==> config.mk <==
export PLATFORM = sky130hd
export DESIGN_NAME = rxpad_inserter
export DESIGN_NICKNAME = d
export VERILOG_FILES = /design/src/rtl/rxpad_pkg.sv /design/src/rtl/rxpad_cfg.sv /design/src/rtl/rxpad_ctrl.sv /design/src/rtl/rxpad_mux.sv /design/src/rtl/rxpad_inserter.sv
export SDC_FILE = /design/constraint.sdc
export NUM_CORES = 1
export LEC_CHECK = 0
export BUFFER_PORTS_ARGS = -buffer_cell sky130_fd_sc_hd__buf_2
export CAP_MARGIN = 10
export CORE_ASPECT_RATIO = 0.7
export CORE_UTILIZATION = 40
export DETAILED_ROUTE_END_ITERATION = 12
export PLACE_DENSITY = 0.7
export SLEW_MARGIN = 20
export SYNTH_ARGS = -nofsm -noshare
export SYNTH_HDL_FRONTEND = slang
export SYNTH_SLANG_ARGS = --single-unit
==> constraint.sdc <==
create_clock -name clk -period 3.79 [get_ports clk]
set_clock_uncertainty 0.15 [all_clocks]
set_input_delay 0.1895 -clock clk [delete_from_list [all_inputs] [get_ports clk]]
set_output_delay 0.1895 -clock clk [all_outputs]
set_load 0.01 [all_outputs]
==> src/rtl/rxpad_pkg.sv <==
package rxpad_pkg;

    localparam int PAD_W    = 5;
    localparam int TS_BYTES = 8;
    localparam int TS_W     = TS_BYTES * 8;
    localparam int TSI_W    = $clog2(TS_BYTES);

    typedef enum logic [1:0] {
        ST_IDLE,
        ST_PFX,
        ST_PAD,
        ST_BODY
    } phase_e;

    // Software-visible settings as held in the config register
    typedef struct packed {
        logic [PAD_W-1:0] pad_len;
        logic             stamp_en;
        logic             pfx_en;
    } rx_cfg_t;

    // Settings resolved for one frame
    typedef struct packed {
        logic [PAD_W-1:0] pad_eff;
        logic             stamp_on;
        logic             pfx_on;
    } frm_cfg_t;

    function automatic frm_cfg_t resolve_cfg(input rx_cfg_t c, input logic tmr_on);
        frm_cfg_t f;
        f.stamp_on = c.stamp_en & tmr_on;
        f.pfx_on   = c.pfx_en;
        f.pad_eff  = (f.stamp_on && (c.pad_len < PAD_W'(TS_BYTES))) ? PAD_W'(TS_BYTES)
                                                                     : c.pad_len;
        return f;
    endfunction

endpackage

==> src/rtl/rxpad_cfg.sv <==
module rxpad_cfg
    import rxpad_pkg::*;
(
    input  logic    clk,
    input  logic    rst,
    input  logic    wr_en,
    input  rx_cfg_t wr_cfg,
    input  logic    stop_done,
    input  logic    frame_start,
    input  logic    idle,
    output rx_cfg_t cfg,
    output logic    locked
);

    always_ff @(posedge clk) begin
        if (rst) begin
            cfg    <= '0;
            locked <= 1'b0;
        end else begin
            if (wr_en && !locked) begin
                cfg <= wr_cfg;
            end
            if (frame_start) begin
                locked <= 1'b1;
            end else if (stop_done && idle) begin
                locked <= 1'b0;
            end
        end
    end

    AST_CFG_FROZEN_WHILE_LOCKED: assert property (@(posedge clk) disable iff (rst)
        locked |=> $stable(cfg));

    AST_LOCK_AT_FRAME_START: assert property (@(posedge clk) disable iff (rst)
        frame_start |=> locked);

endmodule

==> src/rtl/rxpad_ctrl.sv <==
module rxpad_ctrl
    import rxpad_pkg::*;
#(
    parameter int PFX_BYTES = 8
) (
    input  logic            clk,
    input  logic            rst,
    input  logic            in_valid,
    input  logic            in_sop,
    input  logic            in_eop,
    input  logic            in_fire,
    input  logic            out_fire,
    input  rx_cfg_t         cfg,
    input  logic            timer_en,
    input  logic [TS_W-1:0] ts_value,
    output phase_e          phase,
    output frm_cfg_t        frm,
    output logic [TS_W-1:0] ts_q,
    output logic [PAD_W-1:0] pad_idx,
    output logic            first_pend,
    output logic            frame_start
);

    localparam int PFX_CW = (PFX_BYTES > 1) ? $clog2(PFX_BYTES) : 1;
    localparam int CNT_W  = (PFX_CW > PAD_W) ? PFX_CW : PAD_W;

    logic [CNT_W-1:0] cnt;
    logic [CNT_W-1:0] pad_last;
    frm_cfg_t         nxt;

    assign nxt         = resolve_cfg(cfg, timer_en);
    assign frame_start = (phase == ST_IDLE) && in_valid && in_sop;
    assign pad_last    = CNT_W'(frm.pad_eff) - CNT_W'(1);
    assign pad_idx     = cnt[PAD_W-1:0];

    always_ff @(posedge clk) begin
        if (rst) begin
            phase      <= ST_IDLE;
            cnt        <= '0;
            frm        <= '0;
            ts_q       <= '0;
            first_pend <= 1'b0;
        end else begin
            if (out_fire) begin
                first_pend <= 1'b0;
            end
            case (phase)
                ST_IDLE: begin
                    if (frame_start) begin
                        frm        <= nxt;
                        ts_q       <= ts_value;
                        cnt        <= '0;
                        first_pend <= 1'b1;
                        if (nxt.pfx_on) begin
                            phase <= ST_PFX;
                        end else if (nxt.pad_eff != '0) begin
                            phase <= ST_PAD;
                        end else begin
                            phase <= ST_BODY;
                        end
                    end
                end
                ST_PFX: begin
                    if (in_fire) begin
                        if (in_eop) begin
                            phase <= ST_IDLE;
                        end else if (cnt == CNT_W'(PFX_BYTES - 1)) begin
                            cnt   <= '0;
                            phase <= (frm.pad_eff != '0) ? ST_PAD : ST_BODY;
                        end else begin
                            cnt <= cnt + CNT_W'(1);
                        end
                    end
                end
                ST_PAD: begin
                    if (out_fire) begin
                        if (cnt == pad_last) begin
                            cnt   <= '0;
                            phase <= ST_BODY;
                        end else begin
                            cnt <= cnt + CNT_W'(1);
                        end
                    end
                end
                default: begin
                    if (in_fire && in_eop) begin
                        phase <= ST_IDLE;
                    end
                end
            endcase
        end
    end

    AST_STAMP_CLAMPS_TO_EIGHT: assert property (@(posedge clk) disable iff (rst)
        (phase != ST_IDLE && frm.stamp_on) |-> (frm.pad_eff >= PAD_W'(TS_BYTES)));

    AST_PAD_INDEX_IN_RANGE: assert property (@(posedge clk) disable iff (rst)
        (phase == ST_PAD) |-> (CNT_W'(cnt) < CNT_W'(frm.pad_eff)));

endmodule

==> src/rtl/rxpad_mux.sv <==
module rxpad_mux
    import rxpad_pkg::*;
(
    input  phase_e           phase,
    input  logic             in_valid,
    input  logic [7:0]       in_data,
    input  logic             in_sop,
    input  logic             in_eop,
    input  logic             out_ready,
    input  logic             first_pend,
    input  logic             stamp_on,
    input  logic [PAD_W-1:0] pad_idx,
    input  logic [TS_W-1:0]  ts_q,
    output logic             in_ready,
    output logic             out_valid,
    output logic [7:0]       out_data,
    output logic             out_sop,
    output logic             out_eop
);

    logic [7:0] ts_bytes [TS_BYTES];
    logic [7:0] pad_data;

    // Byte b of the stamp, most significant first
    for (genvar b = 0; b < TS_BYTES; b++) begin : g_ts_slice
        assign ts_bytes[b] = ts_q[TS_W-1-8*b -: 8];
    end

    assign pad_data = (stamp_on && (pad_idx < PAD_W'(TS_BYTES))) ? ts_bytes[pad_idx[TSI_W-1:0]]
                                                                 : 8'h00;

    always_comb begin
        in_ready  = 1'b0;
        out_valid = 1'b0;
        out_data  = in_data;
        out_sop   = 1'b0;
        out_eop   = 1'b0;
        case (phase)
            ST_IDLE: begin
                // stray bytes outside a frame are swallowed
                in_ready = in_valid & ~in_sop;
            end
            ST_PAD: begin
                out_valid = 1'b1;
                out_data  = pad_data;
                out_sop   = first_pend;
            end
            default: begin
                out_valid = in_valid;
                out_sop   = first_pend;
                out_eop   = in_eop;
                in_ready  = out_ready;
            end
        endcase
    end

endmodule

==> src/rtl/rxpad_inserter.sv <==
module rxpad_inserter
    import rxpad_pkg::*;
#(
    parameter int PFX_BYTES = 8
) (
    input  logic        clk,
    input  logic        rst,
    input  logic        cfg_wr,
    input  logic [4:0]  cfg_pad_len,
    input  logic        cfg_stamp_en,
    input  logic        cfg_pfx_en,
    input  logic        rx_stop_done,
    input  logic        timer_en,
    input  logic [63:0] ts_value,
    input  logic        in_valid,
    input  logic [7:0]  in_data,
    input  logic        in_sop,
    input  logic        in_eop,
    output logic        in_ready,
    output logic        out_valid,
    output logic [7:0]  out_data,
    output logic        out_sop,
    output logic        out_eop,
    input  logic        out_ready
);

    rx_cfg_t          wr_cfg;
    rx_cfg_t          cur_cfg;
    logic             cfg_locked;
    phase_e           phase;
    frm_cfg_t         frm;
    logic [TS_W-1:0]  ts_q;
    logic [PAD_W-1:0] pad_idx;
    logic             first_pend;
    logic             frame_start;
    logic             in_fire;
    logic             out_fire;

    assign wr_cfg   = '{pad_len: cfg_pad_len, stamp_en: cfg_stamp_en, pfx_en: cfg_pfx_en};
    assign in_fire  = in_valid & in_ready;
    assign out_fire = out_valid & out_ready;

    rxpad_cfg u_cfg (
        .clk         (clk),
        .rst         (rst),
        .wr_en       (cfg_wr),
        .wr_cfg      (wr_cfg),
        .stop_done   (rx_stop_done),
        .frame_start (frame_start),
        .idle        (phase == ST_IDLE),
        .cfg         (cur_cfg),
        .locked      (cfg_locked)
    );

    rxpad_ctrl #(.PFX_BYTES(PFX_BYTES)) u_ctrl (
        .clk         (clk),
        .rst         (rst),
        .in_valid    (in_valid),
        .in_sop      (in_sop),
        .in_eop      (in_eop),
        .in_fire     (in_fire),
        .out_fire    (out_fire),
        .cfg         (cur_cfg),
        .timer_en    (timer_en),
        .ts_value    (ts_value),
        .phase       (phase),
        .frm         (frm),
        .ts_q        (ts_q),
        .pad_idx     (pad_idx),
        .first_pend  (first_pend),
        .frame_start (frame_start)
    );

    rxpad_mux u_mux (
        .phase      (phase),
        .in_valid   (in_valid),
        .in_data    (in_data),
        .in_sop     (in_sop),
        .in_eop     (in_eop),
        .out_ready  (out_ready),
        .first_pend (first_pend),
        .stamp_on   (frm.stamp_on),
        .pad_idx    (pad_idx),
        .ts_q       (ts_q),
        .in_ready   (in_ready),
        .out_valid  (out_valid),
        .out_data   (out_data),
        .out_sop    (out_sop),
        .out_eop    (out_eop)
    );

    AST_INPUT_HELD_DURING_PAD: assert property (@(posedge clk) disable iff (rst)
        (phase == ST_PAD) |-> !in_ready);

    AST_UNSTAMPED_PAD_IS_ZERO: assert property (@(posedge clk) disable iff (rst)
        (phase == ST_PAD && !frm.stamp_on) |-> (out_data == 8'h00));

    AST_SOP_ONLY_ON_FIRST: assert property (@(posedge clk) disable iff (rst)
        (out_fire && !out_eop) |=> !out_sop);

    AST_EOP_ENDS_FRAME: assert property (@(posedge clk) disable iff (rst)
        (out_fire && out_eop) |=> (phase == ST_IDLE));

    AST_PAD_BYTE_HELD: assert property (@(posedge clk) disable iff (rst)
        (phase == ST_PAD && !out_ready) |=> (out_valid && $stable(out_data)));

    AST_CFG_LOCKED_AFTER_START: assert property (@(posedge clk) disable iff (rst)
        (phase != ST_IDLE) |-> cfg_locked);

endmodule

# Word level (Yosys, flattened, before mapping)
# Cells that the tools add are included.
totals:
  reg_bits: 86
  elab_cells: 82
  out_inout_bits: 12
  inputBits: 88
op_classes:
  muxes: 33
  eq_ne: 10
  add_sub_neg: 2
  order_cmp: 3
  bitwise: 6
  reduce_logical: 18
op_table:
  columns: ["operator", "n"]
  rows:
  - ["$mux 5", 7]
  - ["$mux 8", 4]
  - ["$bmux 8 s3", 1]
  - ["$mux 2", 8]
  - ["$pmux 5 s3", 1]
  - ["$lt 5x4->1 const B", 2]
  - ["$reduce_bool 5->1", 2]
  - ["$mux 1", 9]
  - ["$logic_and 1x1->1", 7]
  - ["$ne 2x2->1 const B", 3]
  - ["$pmux 2 s3", 1]
  - ["$reduce_and 6->1", 1]
  - ["$add 5x1->5 const B", 1]
  - ["$eq 5x3->1 const B", 1]
  - ["$eq 5x5->1", 1]
  - ["$reduce_and 5->1", 1]
  - ["$sub 5x1->5 const B", 1]
  - ["$and 1x1->1", 4]
  - ["$ge 4x4->1 const B", 1]
  - ["$ne 2x1->1 const B", 2]
  - ["$not 3->4", 1]
  - ["$pmux 1 s2", 2]
  - ["$reduce_bool 4->1", 1]
  - ["$ne 3x2->1 const B", 1]
  - ["9 further kinds", 9]

# Depth between registers and ports, before layout
logic_depth:
  word_depth: 8
  mapped_depth: 9
  ltp_nobuf: 7

# By module
# A second synthesis with hierarchy kept.
unflattened:
  hier_cells: 509
  area_unflattened_um2: 4177.8
by_module_without_submodules:
  columns: ["module", "area_each_um2", "n_inst", "cells_each", "seq_area_each_um2"]
  rows:
  - ["rxpad_ctrl", 3131.8, 1, 395, 1581.5]
  - ["rxpad_mux", 673.1, 1, 77, 0.0]
  - ["rxpad_cfg", 356.6, 1, 34, 160.2]
  - ["rxpad_inserter", 16.3, 1, 3, 0.0]

# Least setup slack after synthesis
# OpenSTA, ideal clock, no wires.
synth_timing:
  kind: "register to register"
  start: "register u_ctrl.phase[0]"
  end: "register u_ctrl.cnt[2] (netlist: u_ctrl.pad_idx[2])"
  synth_period_minus_slack_ps: 2186
  arrival_ps: 1909
  path_buffers: 1
  stages_incl_launch_ff: 9
  setup_ps: 127
  t_required_ps: 3513
  slack_ps: 1604
  path_cell_list: "dfxtp_1 > inv_1 > ha_1 > buf_2 > nor2b_1 > a2111oi_4 > o21a_1 > nor3_1 > or3_1"
synth_between:
  elab_chain_cells: 5
  word_cells_on_any_way: 16
  classes_between: "eq/ne: 6; mux: 3; bitwise: 2; reduce/logical: 5"
synth_lines:
  columns: ["item", "line_no", "text"]
  rows:
  - ["start, declared", "rxpad_ctrl.sv:16", "output phase_e phase,"]
  - ["start signal, assigned", "rxpad_ctrl.sv:69", "phase <= (frm.pad_eff != '0) ? ST_PAD : ST_BODY;"]
  - ["$eq 2x2->1 or $logic_not 2->1 (tied branches)", "rxpad_ctrl.sv:47, rxpad_mux.sv:38, rxpad_ctrl.sv:32", null]
  - ["$pmux 1 s2 or $logic_and 1x1->1 (tied branches)", "rxpad_mux.sv:38, rxpad_ctrl.sv:32", null]
  - ["$and 1x1->1 (tied with other cells)", "rxpad_inserter.sv:40", "assign in_fire = in_valid & in_ready;"]
  - ["$ne 2x1->1 (no line) or $ne 2x2->1 (tied branches)", null, null]
  - ["$reduce_and 5->1 (no line)", null, null]
  - ["end signal, assigned", "rxpad_ctrl.sv:71", "cnt <= cnt + CNT_W'(1);"]
  - ["end signal, assigned", "rxpad_ctrl.sv:81", "cnt <= cnt + CNT_W'(1);"]
  - ["end, declared", "rxpad_ctrl.sv:27", "logic [CNT_W-1:0] cnt;"]
# Several ways; a longest one is shown, not always the timed one.
# A chain may end at the register's enable or synchronous reset.

# Final worst setup path
layout_timing:
  start: "register u_ctrl.cnt[0] (netlist: u_ctrl.pad_idx[0])"
  end: "output out_data[0]"
layout_between:
  elab_chain_cells: 6
  word_cells_on_any_way: 8
  classes_between: "order compare: 1; mux: 5; bitwise: 1; reduce/logical: 1"
layout_lines:
  columns: ["item", "line_no", "text"]
  rows:
  - ["$not 3->4 (implied by the code)", "rxpad_mux.sv:29", "assign pad_data = (stamp_on && (pad_idx < PAD_W'(TS_BYTES))) ? ts_bytes[pad_idx[TSI_W-1:0]]"]
  - ["$bmux 8 s3", "rxpad_mux.sv:29", null]
  - ["$mux 8 (implied by the code) (2 in series)", "rxpad_mux.sv:29", null]
  - ["$mux 8 (*)", "rxpad_mux.sv:29", null]
  - ["$mux 8 (*)", "rxpad_mux.sv:38", "case (phase)"]
  - ["end, declared", "rxpad_inserter.sv:21", "output logic [7:0] out_data,"]
# Mark *: on every way between the ends. The rest lies on a longest branch, timed or not. The select of a mux whose other input is x is not followed.

==> flow_metrics.py <==
metrics = {
    "drt": {
        "wl_per_cell_um": 15.65,
        "wirelength_um": 11880,
        "drt_iter0_markers": 238,
        "ant_nets": 0,
        "drcViolationCount": 0,
        "drtPass1Iterations": 6,
        "viasPerCell": 5.195,
        "vias": 3943,
    },
    "logic_synthesis": {
        "synth_area_leaders": "dfxtp_1, nand2_1, a21oi_1, mux4_2, mux2i_1",
        "synth_top_cell_area_share_pct": 42.83,
        "synthXorXnorAreaFrac_pct": 1.899,
        "syn-mean-instance-area_sq_um": 8.517,
        "synth_edf_count": 0,
        "yosys.area_share.simple_pct": 19.11,
        "synth_top_family_by_area": "simple AND/OR/NAND/NOR gates",
        "yosysSeqAreaShare_pct": 42.83,
        "synthMuxAreaShare_pct": 12.70,
        "synthFlopType": "dfxtp_1",
        "async_flop_share_pct": 0,
        "syn-num-nets": 566,
        "synthAdderAreaFrac_pct": 1.867,
        "synth_area_sq_um": 4020,
        "ys_types": 42,
        "synth-seq-cells": 86,
        "synth-compound-area-share_pct": 17.09,
        "ys_warn_count": 0,
        "yosysTopAreaCell": "dfxtp_1",
        "synth_cells": 472,
    },
    "placed_design": {
        "port_buffers": 99,
        "gp_congestion": 0.8079,
        "dp_hpwl_um": 8147,
    },
    "clocking": {
        "ctsResizeCount": 0,
        "clock-sinks": 86,
        "cts-hold-fix-buffers": 70,
        "path_clk_slew_ns": 0.07,
        "numCtsBuffers": 9,
        "clock_latency_ns": 0.34,
        "root_buffer": "clkbuf_16",
        "cts_tree": "built",
        "cts_buffer_depth": 2,
        "h-tree-depth": 3,
        "post_cts_buffers": 0,
    },
    "outcome": {
        "status": "completed",
    },
    "job": {
        "drv_cap": 0,
    },
    "finish": {
        "nets": 720,
        "areaGrowthSynthToFinish_pct": 39.28,
        "drive_gt1_share_pct": 22.98,
        "diodes": 0,
    },
    "setup_path": {
        "critPathLaunchType": "register",
        "critPathSlowestCell": "dfxtp_1",
        "worstPathCellList": "buf_4 > mux4_2 > mux2i_1 > o2bb2ai_1 > buf_2",
        "cp_data_required_time_ns": 3.45,
        "critPathMaxStageDelay_ns": 0.67,
        "r2r_cells": 6,
        "r2r_setup_slack_ns": 1.29,
        "crit_type": "register to primary output",
        "cp_max_fo": 11,
        "endpoint_kind": "primary output",
        "cp.arrival_ns": 2.34,
    },
    "sta": {
        "final_hold_viol_count": 0,
        "rsz0062_at_grt": "no",
        "whs_ns": 0.01101,
        "fmax_ghz": 0.3733,
        "worst_pin_slew_ns": 0.8934,
        "post-route-period-util_pct": 70.67,
        "slew_violations": 0,
        "setup-tns-final_ns": 0,
        "setup_viol": 0,
        "slew_headroom_pct": 40.44,
        "min_period_ns": 2.678,
    },
    "global_route": {
        "antenna_found_initial": 0,
        "grt_usage_pct": 23.86,
        "top_usage_layer": "met2",
        "grt_pass1_vias": 3834,
        "use_met2_pct": 37.49,
        "gr-usage-met1_pct": 32.36,
        "gr-total-overflow": 0,
        "grt_max_degree": 61,
        "grt_pass1_wl_um": 19130,
        "use_met3_pct": 5.851,
    },
    "die": {
        "die_w_um": 121.8,
        "die_area_sq_um": 10460,
        "core_sq_um": 9722,
        "die_height_um": 85.88,
        "initial_utilization_pct": 41.35,
        "pin_count": 100,
        "fp-row-count": 30,
    },
    "power": {
        "powerDensity_nw_per_um2": 467.1,
        "ir_drop_mv": 0.2386,
        "cellLeakagePower_uw": 0.002258,
    },
    "hold_path": {
        "min_path_type": "primary input to register",
        "holdPathStages": 4,
    },
}
-- cell families after synthesis --
group,Yosys count
and+or+nand+nor,187
buffers and inverters,46
AOI/OAI and AO/OA,109
xor gates and xnor gates,7
adders and majority gates,6
muxes,31
DFF,86
-- registers in the layout (all words and copies together), names as in the netlist --
signal	count
u_ctrl.ts_q	64
u_cfg.cfg	7
u_ctrl.frm	6
u_ctrl.pad_idx	5
u_ctrl.phase	2
u_cfg.locked	1
u_ctrl.first_pend	1
-- where the power goes --
group | switching [uW] | internal [uW] | total (uW)
Clock | 388 | 474 | 861
Combinational | 398 | 305 | 702
Sequential | 61.6 | 990 | 1050
Total | 847 | 1770 | 2620
-- worst paths after layout --
check,end,startpoint
min,u_cfg.locked,rx_stop_done
min reg2reg,u_ctrl.ts_q[54],u_ctrl.ts_q[54]
max,out_data[0],u_ctrl.pad_idx[0]
max reg2reg,u_ctrl.ts_q[56],u_ctrl.phase[0]
-- stage by stage --
step | setup slack, ns | power (uW) | cell area [sq um] | utilization [%] | std cells
floorplan | 1.604 | 1504 | 4020 | - | 472
global placement | 1.374 | 1692 | 4606 | 47.37 | 673
detailed placement | 1.337 | 1705 | 4606 | 47.37 | 673
CTS | 1.052 | 2616 | 5599 | 57.59 | 759
global route | 0.8791 | 2748 | 5599 | 57.59 | 759
finish | 1.112 | 2616 | 5599 | 57.59 | 759
-- final cells by class --
| type | count | area [sq um] |
|---|---|---|
| timing repair buffer | 177 | 1256 |
| inverter | 12 | 45.04 |
| multi-input combinational | 340 | 2123 |
| clock inverter | 6 | 53.80 |
| sequential | 86 | 1722 |
| fill | 852 | 4123 |
| tap | 128 | 160.2 |
| clock buffer | 10 | 239.0 |
-- routing by layer --
layer | vias to the layer above | wire [um]
met5 | - | 0
met4 | 0 | 208
met3 | 21 | 833
met2 | 155 | 5238
met1 | 1831 | 5601
li1 | 1936 | -
-- worst max-delay path: cells and delay by family, from the launching register on --
kind	cells	cell delay (ns)
AOI/OAI and AO/OA	1	0.08
buffers and inverters	2	0.50
muxes	2	0.75
DFF	1	0.67
-- synth_stat cells (all sizes together) (5+ instances only) --
master	n
nor2	21
nand3	8
o2bb2ai	8
dfxtp	86
nor3	5
buf	13
mux2i	15
a21oi	72
clkbuf	21
nand2	139
ha	6
mux4	16
inv	12
a2111oi	5
-- cell usage in the layout, fill, tap and decap left out, types with 3 or more instances in the layout --
cell | synthesis | routed
a22oi_1 | 3 | 3
a2111oi_0 | 4 | 4
ha_1 | 6 | 6
xnor2_1 | 4 | 4
a21oi_1 | 72 | 72
buf_4 | 0 | 8
o2bb2ai_1 | 8 | 8
mux4_2 | 16 | 16
inv_1 | 12 | 12
nand3_1 | 8 | 7
nand2_1 | 139 | 139
nor3_1 | 5 | 5
nor2_1 | 21 | 21
buf_2 | 7 | 99
a211oi_1 | 3 | 3
dfxtp_1 | 86 | 86
o21a_1 | 3 | 3
clkbuf_16 | 0 | 9
mux2i_1 | 15 | 15
nor2b_1 | 3 | 3
o41ai_1 | 3 | 3
dlygate4sd3_1 | 0 | 70
(Power assumes the default switching activity.)
